===== src/rtl/cda_pkg.sv =====
package cda_pkg;

    typedef enum logic [1:0] {
        CD_IDLE,
        CD_ARMED,
        CD_COUNT,
        CD_DONE
    } cd_state_e;

    localparam int unsigned REG_LOAD   = 0;
    localparam int unsigned REG_REMAIN = 1;
    localparam int unsigned REG_RUN    = 2;
    localparam int unsigned REG_IRQEN  = 3;
    localparam int unsigned REG_STATUS = 4;
    localparam int unsigned REG_WAKE   = 5;

endpackage


===== src/rtl/cda_countdown.sv =====
module cda_countdown
    import cda_pkg::*;
#(
    parameter int unsigned CNT_W = 32
) (
    input  logic             clk,
    input  logic             rst_n,
    input  logic             load_wr,
    input  logic [CNT_W-1:0] load_val,
    input  logic             tick,
    input  logic             run_en,
    output logic [CNT_W-1:0] remain,
    output logic [CNT_W-1:0] staged,
    output logic             expire
);

    localparam logic [CNT_W-1:0] ONE = CNT_W'(1);

    cd_state_e        state_q, state_d;
    logic [CNT_W-1:0] remain_q, remain_d;
    logic [CNT_W-1:0] staged_q, staged_d;

    // State register
    always_ff @(posedge clk or negedge rst_n) begin
        if (!rst_n) begin
            state_q  <= CD_IDLE;
            remain_q <= '0;
            staged_q <= '0;
        end else begin
            state_q  <= state_d;
            remain_q <= remain_d;
            staged_q <= staged_d;
        end
    end

    // Transitions: a load write (ARM or CANCEL) outranks a tick
    always_comb begin
        state_d  = state_q;
        remain_d = remain_q;
        staged_d = staged_q;
        expire   = 1'b0;
        if (load_wr) begin
            staged_d = load_val;
            if (load_val == '0) begin
                state_d  = CD_IDLE;
                remain_d = '0;
            end else begin
                state_d = CD_ARMED;
            end
        end else begin
            unique case (state_q)
                CD_IDLE, CD_DONE: begin
                end
                CD_ARMED: begin
                    if (tick) begin
                        state_d  = CD_COUNT;
                        remain_d = staged_q;
                    end
                end
                CD_COUNT: begin
                    if (tick && run_en) begin
                        if (remain_q == ONE) begin
                            remain_d = '0;
                            state_d  = CD_DONE;
                            expire   = 1'b1;
                        end else begin
                            remain_d = remain_q - ONE;
                        end
                    end
                end
                default: begin
                end
            endcase
        end
    end

    // Outputs
    always_comb begin
        remain = remain_q;
        staged = staged_q;
    end

    // a zero load empties the count at the next edge
    p_cancel_r8: assert property (@(posedge clk) disable iff (!rst_n)
        (load_wr && load_val == '0) |=> (remain_q == '0 && state_q == CD_IDLE));

    // a disabled tick leaves the count unchanged
    p_hold_r3: assert property (@(posedge clk) disable iff (!rst_n)
        (state_q == CD_COUNT && !run_en && !load_wr) |=> $stable(remain_q));

    // an enabled tick lowers the count by one
    p_dec_r3: assert property (@(posedge clk) disable iff (!rst_n)
        (state_q == CD_COUNT && tick && run_en && !load_wr && remain_q > ONE)
        |=> remain_q == $past(remain_q) - ONE);

    // once expired, the count stays at zero
    p_zero_r4: assert property (@(posedge clk) disable iff (!rst_n)
        (state_q == CD_DONE && !load_wr) |=> (remain_q == '0 && !expire));

endmodule


===== src/rtl/cda_regs.sv =====
module cda_regs
    import cda_pkg::*;
#(
    parameter int unsigned DATA_W = 32,
    parameter int unsigned ADDR_W = 3,
    parameter int unsigned CNT_W  = 32
) (
    input  logic              clk,
    input  logic              rst_n,
    input  logic              bus_wr,
    input  logic [ADDR_W-1:0] bus_addr,
    input  logic [DATA_W-1:0] bus_wdata,
    input  logic [CNT_W-1:0]  remain,
    input  logic [CNT_W-1:0]  staged,
    input  logic              expire,
    output logic [DATA_W-1:0] rdata,
    output logic              load_wr,
    output logic              run_en,
    output logic              irq,
    output logic              wake
);

    logic run_q, ie_q, wk_q, pend_q;
    logic clr_hit;

    assign load_wr = bus_wr && (bus_addr == ADDR_W'(REG_LOAD));
    assign clr_hit = bus_wr && (bus_addr == ADDR_W'(REG_STATUS)) && bus_wdata[0];

    always_ff @(posedge clk or negedge rst_n) begin
        if (!rst_n) begin
            run_q  <= 1'b0;
            ie_q   <= 1'b0;
            wk_q   <= 1'b0;
            pend_q <= 1'b0;
        end else begin
            if (bus_wr && bus_addr == ADDR_W'(REG_RUN))   run_q <= bus_wdata[0];
            if (bus_wr && bus_addr == ADDR_W'(REG_IRQEN)) ie_q  <= bus_wdata[0];
            if (bus_wr && bus_addr == ADDR_W'(REG_WAKE))  wk_q  <= bus_wdata[0];
            // Expiry outranks a clearing write on the same edge
            if (expire)       pend_q <= 1'b1;
            else if (clr_hit) pend_q <= 1'b0;
        end
    end

    always_comb begin
        run_en = run_q;
        irq    = pend_q & ie_q;
        wake   = pend_q & wk_q;
        rdata  = '0;
        case (bus_addr)
            ADDR_W'(REG_LOAD):   rdata = DATA_W'(staged);
            ADDR_W'(REG_REMAIN): rdata = DATA_W'(remain);
            ADDR_W'(REG_RUN):    rdata = DATA_W'(run_q);
            ADDR_W'(REG_IRQEN):  rdata = DATA_W'(ie_q);
            ADDR_W'(REG_STATUS): rdata = DATA_W'(pend_q);
            ADDR_W'(REG_WAKE):   rdata = DATA_W'(wk_q);
            default:             rdata = '0;
        endcase
    end

    // pending holds until a clearing write
    p_sticky_r5: assert property (@(posedge clk) disable iff (!rst_n)
        (pend_q && !clr_hit) |=> pend_q);

    // an expiry always leaves the flag set
    p_setwins_r9: assert property (@(posedge clk) disable iff (!rst_n)
        expire |=> pend_q);

endmodule


===== src/rtl/sec_countdown_alarm.sv =====
module sec_countdown_alarm #(
    parameter int unsigned DATA_W = 32,
    parameter int unsigned ADDR_W = 3,
    parameter int unsigned CNT_W  = 32
) (
    input  logic              clk,
    input  logic              rst_n,
    input  logic [ADDR_W-1:0] bus_addr,
    input  logic              bus_wr,
    input  logic [DATA_W-1:0] bus_wdata,
    output logic [DATA_W-1:0] bus_rdata,
    input  logic              sec_tick,
    output logic              irq,
    output logic              wake
);

    logic             load_wr;
    logic             run_en;
    logic             expire;
    logic [CNT_W-1:0] remain;
    logic [CNT_W-1:0] staged;

    cda_regs #(
        .DATA_W (DATA_W),
        .ADDR_W (ADDR_W),
        .CNT_W  (CNT_W)
    ) u_regs (
        .clk       (clk),
        .rst_n     (rst_n),
        .bus_wr    (bus_wr),
        .bus_addr  (bus_addr),
        .bus_wdata (bus_wdata),
        .remain    (remain),
        .staged    (staged),
        .expire    (expire),
        .rdata     (bus_rdata),
        .load_wr   (load_wr),
        .run_en    (run_en),
        .irq       (irq),
        .wake      (wake)
    );

    cda_countdown #(
        .CNT_W (CNT_W)
    ) u_count (
        .clk      (clk),
        .rst_n    (rst_n),
        .load_wr  (load_wr),
        .load_val (bus_wdata[CNT_W-1:0]),
        .tick     (sec_tick),
        .run_en   (run_en),
        .remain   (remain),
        .staged   (staged),
        .expire   (expire)
    );

endmodule


===== config.mk =====
export PLATFORM = sky130hd
export DESIGN_NAME = sec_countdown_alarm
export DESIGN_NICKNAME = d
export VERILOG_FILES = /design/src/rtl/cda_pkg.sv /design/src/rtl/cda_countdown.sv /design/src/rtl/cda_regs.sv /design/src/rtl/sec_countdown_alarm.sv
export SDC_FILE = /design/constraint.sdc
export NUM_CORES = 1
export LEC_CHECK = 0
export BUFFER_PORTS_ARGS = -buffer_cell sky130_fd_sc_hd__buf_2
export CORE_AREA = 2 2 89 91
export CTS_CLUSTER_DIAMETER = 200
export CTS_CLUSTER_SIZE = 24
export DETAILED_ROUTE_END_ITERATION = 10
export DIE_AREA = 0 0 91 93
export PLACE_DENSITY = 0.8
export SLEW_MARGIN = 20
export SYNTH_ARGS = -nofsm -noshare
export SYNTH_HDL_FRONTEND = slang
export SYNTH_SLANG_ARGS = --single-unit
export TNS_END_PERCENT = 100

===== constraint.sdc =====
create_clock -name clk -period 3.75 [get_ports clk]
set_clock_uncertainty 0.05 [all_clocks]
set_input_delay 1.125 -clock clk [delete_from_list [all_inputs] [get_ports clk]]
set_output_delay 1.125 -clock clk [all_outputs]
set_load 0.02 [all_outputs]

==> run metrics, run 1 <==
hold slack final 471 ps; r2r setup slk 870 ps; PwrDens 703 nW/um^2; Root Driver clkbuf_8; EDFF count, synth 0; vias in the first global route 3939; placement row count 32; Synthesized Nets 531; RSZ-0062 raised after global routing false; post-detail-place hpwl 8.52 mm; # IOs 73; number of detailed-route iterations in the first pass 5; CP arrival 2290 ps; synth warn 0; dominant cells by area after synthesis dfrtp_1 (42%), nand2_1 (12%), a22o_1 (6.5%), nor4_1 (3.1%), o22ai_1 (2.7%); status completed; H-tree Lvls 3; DIE WIDTH 91 um; IR drop worst, VDD 0.440 mV; post-layout worst setup margin 290 ps; area grow syn2layout 18.7%; TNS Setup 0 ps; Post-Synthesis Cells 488; initial antenna violation count 0; Inst Count DP 641; Netlist cell types 53; post-layout util 66.0%; Critical Path Sink Type output pin; GRT Resource Usage Total 29.9%; 1st-iter DRT viols 382; Mean Syn Cell Area 8.57 sq um; Final Cycle Share 92.3%; DIE HEIGHT 93 um; most used flip-flop cell after synthesis dfrtp_1; actual slew at the worst max-slew pin 926 ps; post-cts sizing count 0; CTS buffer count 9; max-slew violations 0; Slew Limit Headroom 37.8%; final-report setup violation count 0; largest net degree at the start of global routing 37; Core Box Area 7530 sq um; hold crit path type reg2reg; Setup Fix Bufs, Post-CTS 0; minimum clock period 3460 ps; Starting Density 55.6%; CTS tree yes; Via density 6.46; Antenna Cells 0; CP Class in2out; Leakage Power 2.43 nW; gr ovfl total 0; Seq/Total Area, Yosys 41.9%; DR DRC count 0; clk_lat worst skew 340 ps; layout cells sized above 1 21.4%; routed len/inst 18.6 um; #FFs+latches synth 70; IO Port Bufs 72; Max Cap Viol 0; CP Launch Type primary input; Clock Sinks 70; buffer depth of the longest clock path 2; Final #Nets 593; dominant cell type by area after synthesis dfrtp_1; vias 4245; Routed Antenna Nets 0; Max FO, Critical Path 10; Synth Cell Area 4180 sq um; final hold vios 0; share of Yosys cell area claimed by the top area cell type 41.9%; die area 8460 sq um; async set-reset flop share out of synthesis 100%; fmax 0.289 GHz; CTS Hold Bufs 0; Post-Layout Cell Count 657; CTS clock-pin slew for the worst setup and hold paths 80 ps; Setup Slack @ Placement 289 ps; Required @ worst endpoint 2570 ps; Routed WL 12.2 mm; placer congestion estimate 0.895; first-pass GRT wire length 20.1 mm
## kinds of logic after synthesis
kind of cell / Yosys count / synth area share (%)
multiplexers: 6 / 1.86
adder cells (fa/ha/maj): 4 / 1.20
AO/OA/AOI/OAI: 122 / 22.9
AND/OR/NAND/NOR: 242 / 27.8
buffers and inverters: 44 / 4.37
flip-flops: 70 / 41.9
## cell usage in the layout, fill, tap and decap left out, types with 5 or more instances in the layout
cell type | Yosys | routed
nand2_1 | 130 | 130
buf_2 | 5 | 72
dfrtp_1 | 70 | 70
a22o_1 | 31 | 31
nor4_1 | 21 | 20
nor3_1 | 20 | 19
o22ai_1 | 18 | 18
nor2_1 | 17 | 17
o21ai_0 | 14 | 14
buf_4 | 1 | 14
a211o_1 | 12 | 12
a21o_1 | 12 | 12
nand3_1 | 9 | 9
clkbuf_8 | 0 | 9
nand4_1 | 8 | 8
and2_1 | 7 | 7
inv_1 | 6 | 6
a221o_1 | 6 | 6
o31ai_1 | 5 | 5
## cell usage after synthesis, drive strengths merged (2+ instances only)
master	n
nand3	9
nand2	130
a21oi	4
or4	3
o21ai	14
o211ai	2
a32o	2
a211o	12
ha	4
o31ai	6
nor3	21
nor2	17
a221o	6
inv	6
a22o	31
clkbuf	28
nand4	8
o2bb2ai	2
or3	3
buf	10
mux2	4
and2	7
a21o	12
nor4bb	2
nand4b	4
o22ai	18
nor4b	4
nand2b	2
and3	2
nor4	21
o31a	3
dfrtp	70
o41ai	3
nor3b	4
nor2b	2
## through the flow
step           power (mW)  cell area, sq um
5_1_grt              3.69              4960
3_5_place_dp         2.64              4700
6_report             3.49              4960
3_3_place_gp         2.59              4700
2_1_floorplan        2.20              4180
4_1_cts              3.46              4960
## final cells by class
cell class / count / area (sq um)
Sequential cell: 70 / 1750
Inverter: 6 / 22.5
Tap cell: 102 / 128
Fill cell: 655 / 2560
Clock buffer: 10 / 128
Timing Repair Buffer: 89 / 526
Clock inverter: 6 / 134
Multi-Input combinational cell: 374 / 2280
## where the power goes
part	internal, mW	switching (mW)	leakage (nW)
Combinational	0.599	0.820	1.41
Sequential	0.969	0.295	0.890
Clock	0.510	0.297	0.130
## worst paths after layout
path	start	end	cells after the start
worst max-delay path	bus_addr[2]	bus_rdata[0]	4
worst min-delay path	u_count.staged[3]	u_count.staged[3]	2
worst max register to register	u_count.state_q[0]	u_count.remain[23]	8
worst min register to register	u_count.staged[3]	u_count.staged[3]	2
max in group asynchronous	rst_n	u_count.remain[30]	2
min in group asynchronous	rst_n	u_count.staged[4]	1
## critical path, stage by stage
cell and delay [ps]:
buf_2 210, mux4_2 530, mux2_2 260, buf_2 160
## routing by layer
metal | global-route usage [%] | vias to the layer above | wire length (um) | part of all wire, %
li1 | - | 1948 | - | -
met1 | 42.6 | 2058 | 5320 | 43
met2 | 45.6 | 215 | 5590 | 46
met3 | 5.56 | 24 | 1100 | 9.0
met4 | 11.6 | 0 | 238 | 1.9
met5 | 0 | - | 0 | 0
## flip-flops by register name, indices dropped and copies added (netlist names)
signal and flops:
u_count.remain 32, u_count.state_q 2, u_regs.pend_q 1, u_regs.wk_q 1, u_regs.ie_q 1, u_count.staged 32, u_regs.run_en 1
Power figures use the tool's default switching activity.
==> inputs of run 2 (changes only) <==
BUFFER_PORTS_ARGS = default   (was -buffer_cell sky130_fd_sc_hd__buf_2)
CORE_AREA = 2 2 84 86   (was 2 2 89 91)
DIE_AREA = 0 0 86 88   (was 0 0 91 93)
DONT_BUFFER_PORTS = 1   (was default)
PLACE_DENSITY = 0.79   (was 0.8)
clock period = 3.5 ns   (was 3.75 ns; I/O delays follow)
==> run 2 against run 1 <==
Critical path depth fell by 1. Worst setup slack better by 200 ps. Worst hold slack got worse by 130 ps. Clock-buffer cell count is 1 lower. Die area decreased by 11%. First-iteration DRC count increased by 41%. Critical path type unchanged.
==> run metrics, run 2 (synthesis results as in run 1) <==
CTS buffer count 9 (unchanged); DIE WIDTH 86 um (-5.5%); Root Driver clkbuf_8; largest net degree at the start of global routing 71 (+92%); initial antenna violation count 0 (unchanged); clk_lat worst skew 350 ps (about the same); vias in the first global route 3519 (-11%); Inst Count DP 547 (-15%); CP Launch Type primary input; CP arrival 1910 ps (-380 ps); CTS clock-pin slew for the worst setup and hold paths 80 ps (about the same); post-layout util 67.9% (+2.0 points); Final #Nets 521 (-12%); most frequent cells in the layout nand2_1 (130), dfrtp_1 (70), a22o_1 (31); Core Box Area 6640 sq um (-12%); CTS tree yes; Starting Density 62.9% (+7.4 points); TNS Setup 0 ps (unchanged); r2r setup slk 490 ps (-380 ps); DR DRC count 0 (unchanged); reg2reg path depth 6 (-2); first-pass GRT wire length 18.0 mm (-10%); r2r endpoint u_count.remain[17]; vias 3984 (-6.1%); most common cell after layout, fill and taps aside nand2_1; Critical Path Sink Type output pin; fillers 552 (-16%); routed len/inst 20.6 um (+10%); Setup Fix Bufs, Post-CTS 0 (unchanged); IR drop worst, VDD 0.535 mV (+22%); minimum clock period 3010 ps; R2R Path Start u_count.remain[19]; Antenna Cells 0 (unchanged); die area 7570 sq um (-11%); Total Power 3.60 mW (+3.1%); Final Cycle Share 86.0%; PwrDens 797 nW/um^2 (+13%); crit path launch bus_addr[1]; layout cells sized above 1 9.94% (-12 points); Max Cap Viol 0 (unchanged); number of detailed-route iterations in the first pass 5 (unchanged); DIE HEIGHT 88 um (-5.4%); area grow syn2layout 7.96%; Routed Antenna Nets 0 (unchanged); Via density 7.08 (+9.5%); H-tree Lvls 3 (unchanged); RSZ-0062 raised after global routing false; placer congestion estimate 1.01 (+13%); Leakage Power 2.08 nW (-15%); final hold vios 0 (unchanged); CTS Hold Bufs 0 (unchanged); status completed; Required @ worst endpoint 2400 ps (-170 ps); hold slack final 342 ps (-129 ps); 1st-iter DRT viols 538 (+41%); Slew Limit Headroom 51.7% (+14 points); max-slew violations 0 (unchanged); post-cts sizing count 0 (unchanged); Routed WL 11.6 mm (-5.4%); placement row count 30 (-6.3%); Clock Sinks 70 (unchanged); CP Class in2out; IO Port Bufs 0 (-100%); GRT Resource Usage Total 31.3% (+1.4 points); post-detail-place hpwl 8.05 mm (-5.5%); gr ovfl total 0 (unchanged); fmax 0.332 GHz; Max FO, Critical Path 31 (+21); Post-Layout Cell Count 563 (-14%); actual slew at the worst max-slew pin 724 ps (-202 ps); # IOs 73 (unchanged); buffer depth of the longest clock path 2 (unchanged); hold crit path type in2async; final-report setup violation count 0 (unchanged)
run 2: per-stage QoR:
step / setup slack [ps] / instance area (sq um)
2_1_floorplan: 130 / 4180
3_3_place_gp: 521 / 4280
3_5_place_dp: 492 / 4280
4_1_cts: 489 / 4510
5_1_grt: 390 / 4510
6_report: 489 / 4510
run 2: area by class of cell:
class	count	area [sq um]	area share, %
multi-input combinational	374	2280	50.4
clock inverter	7	113	2.49
clock buffer	9	124	2.74
inverter	6	22.5	0.499
tap	80	100	2.22
sequential	70	1750	38.8
timing repair buffer	17	128	2.83
run 2: how the worst max path moves through the flow:
| stage | endpoint | slack, ps | cells past startpoint |
|---|---|---|---|
| global placement | u_count.remain[0] | 520 | 7 |
| finish | bus_rdata[28] | 490 | 3 |
| detailed placement | bus_rdata[28] | 490 | 3 |
| floorplan | bus_rdata[10] | 130 | 4 |
| CTS | bus_rdata[28] | 490 | 3 |
| global route | u_count.remain[17] | 390 | 6 |
run 2: worst max-delay path, cell delays in order:
cell,delay [ps]
nor3b_2,160
buf_4,350
a22o_1,350
run 2: layer usage:
layer / GRT usage, % / part of all wire (%) / up-vias
met4: 11.0 / 2.3 / 0
li1: - / - / 1804
met1: 45.7 / 43 / 1918
met2: 46.6 / 45 / 229
met3: 6.03 / 10 / 33
met5: 0 / 0 / -
run 2: where the power goes:
group / leakage [nW] / switching, mW / total (mW) / internal (mW)
Clock: 0.119 / 0.317 / 0.787 / 0.469
Combinational: 1.07 / 0.840 / 1.45 / 0.608
Sequential: 0.890 / 0.324 / 1.36 / 1.04
Total: 2.08 / 1.48 / 3.60 / 2.12
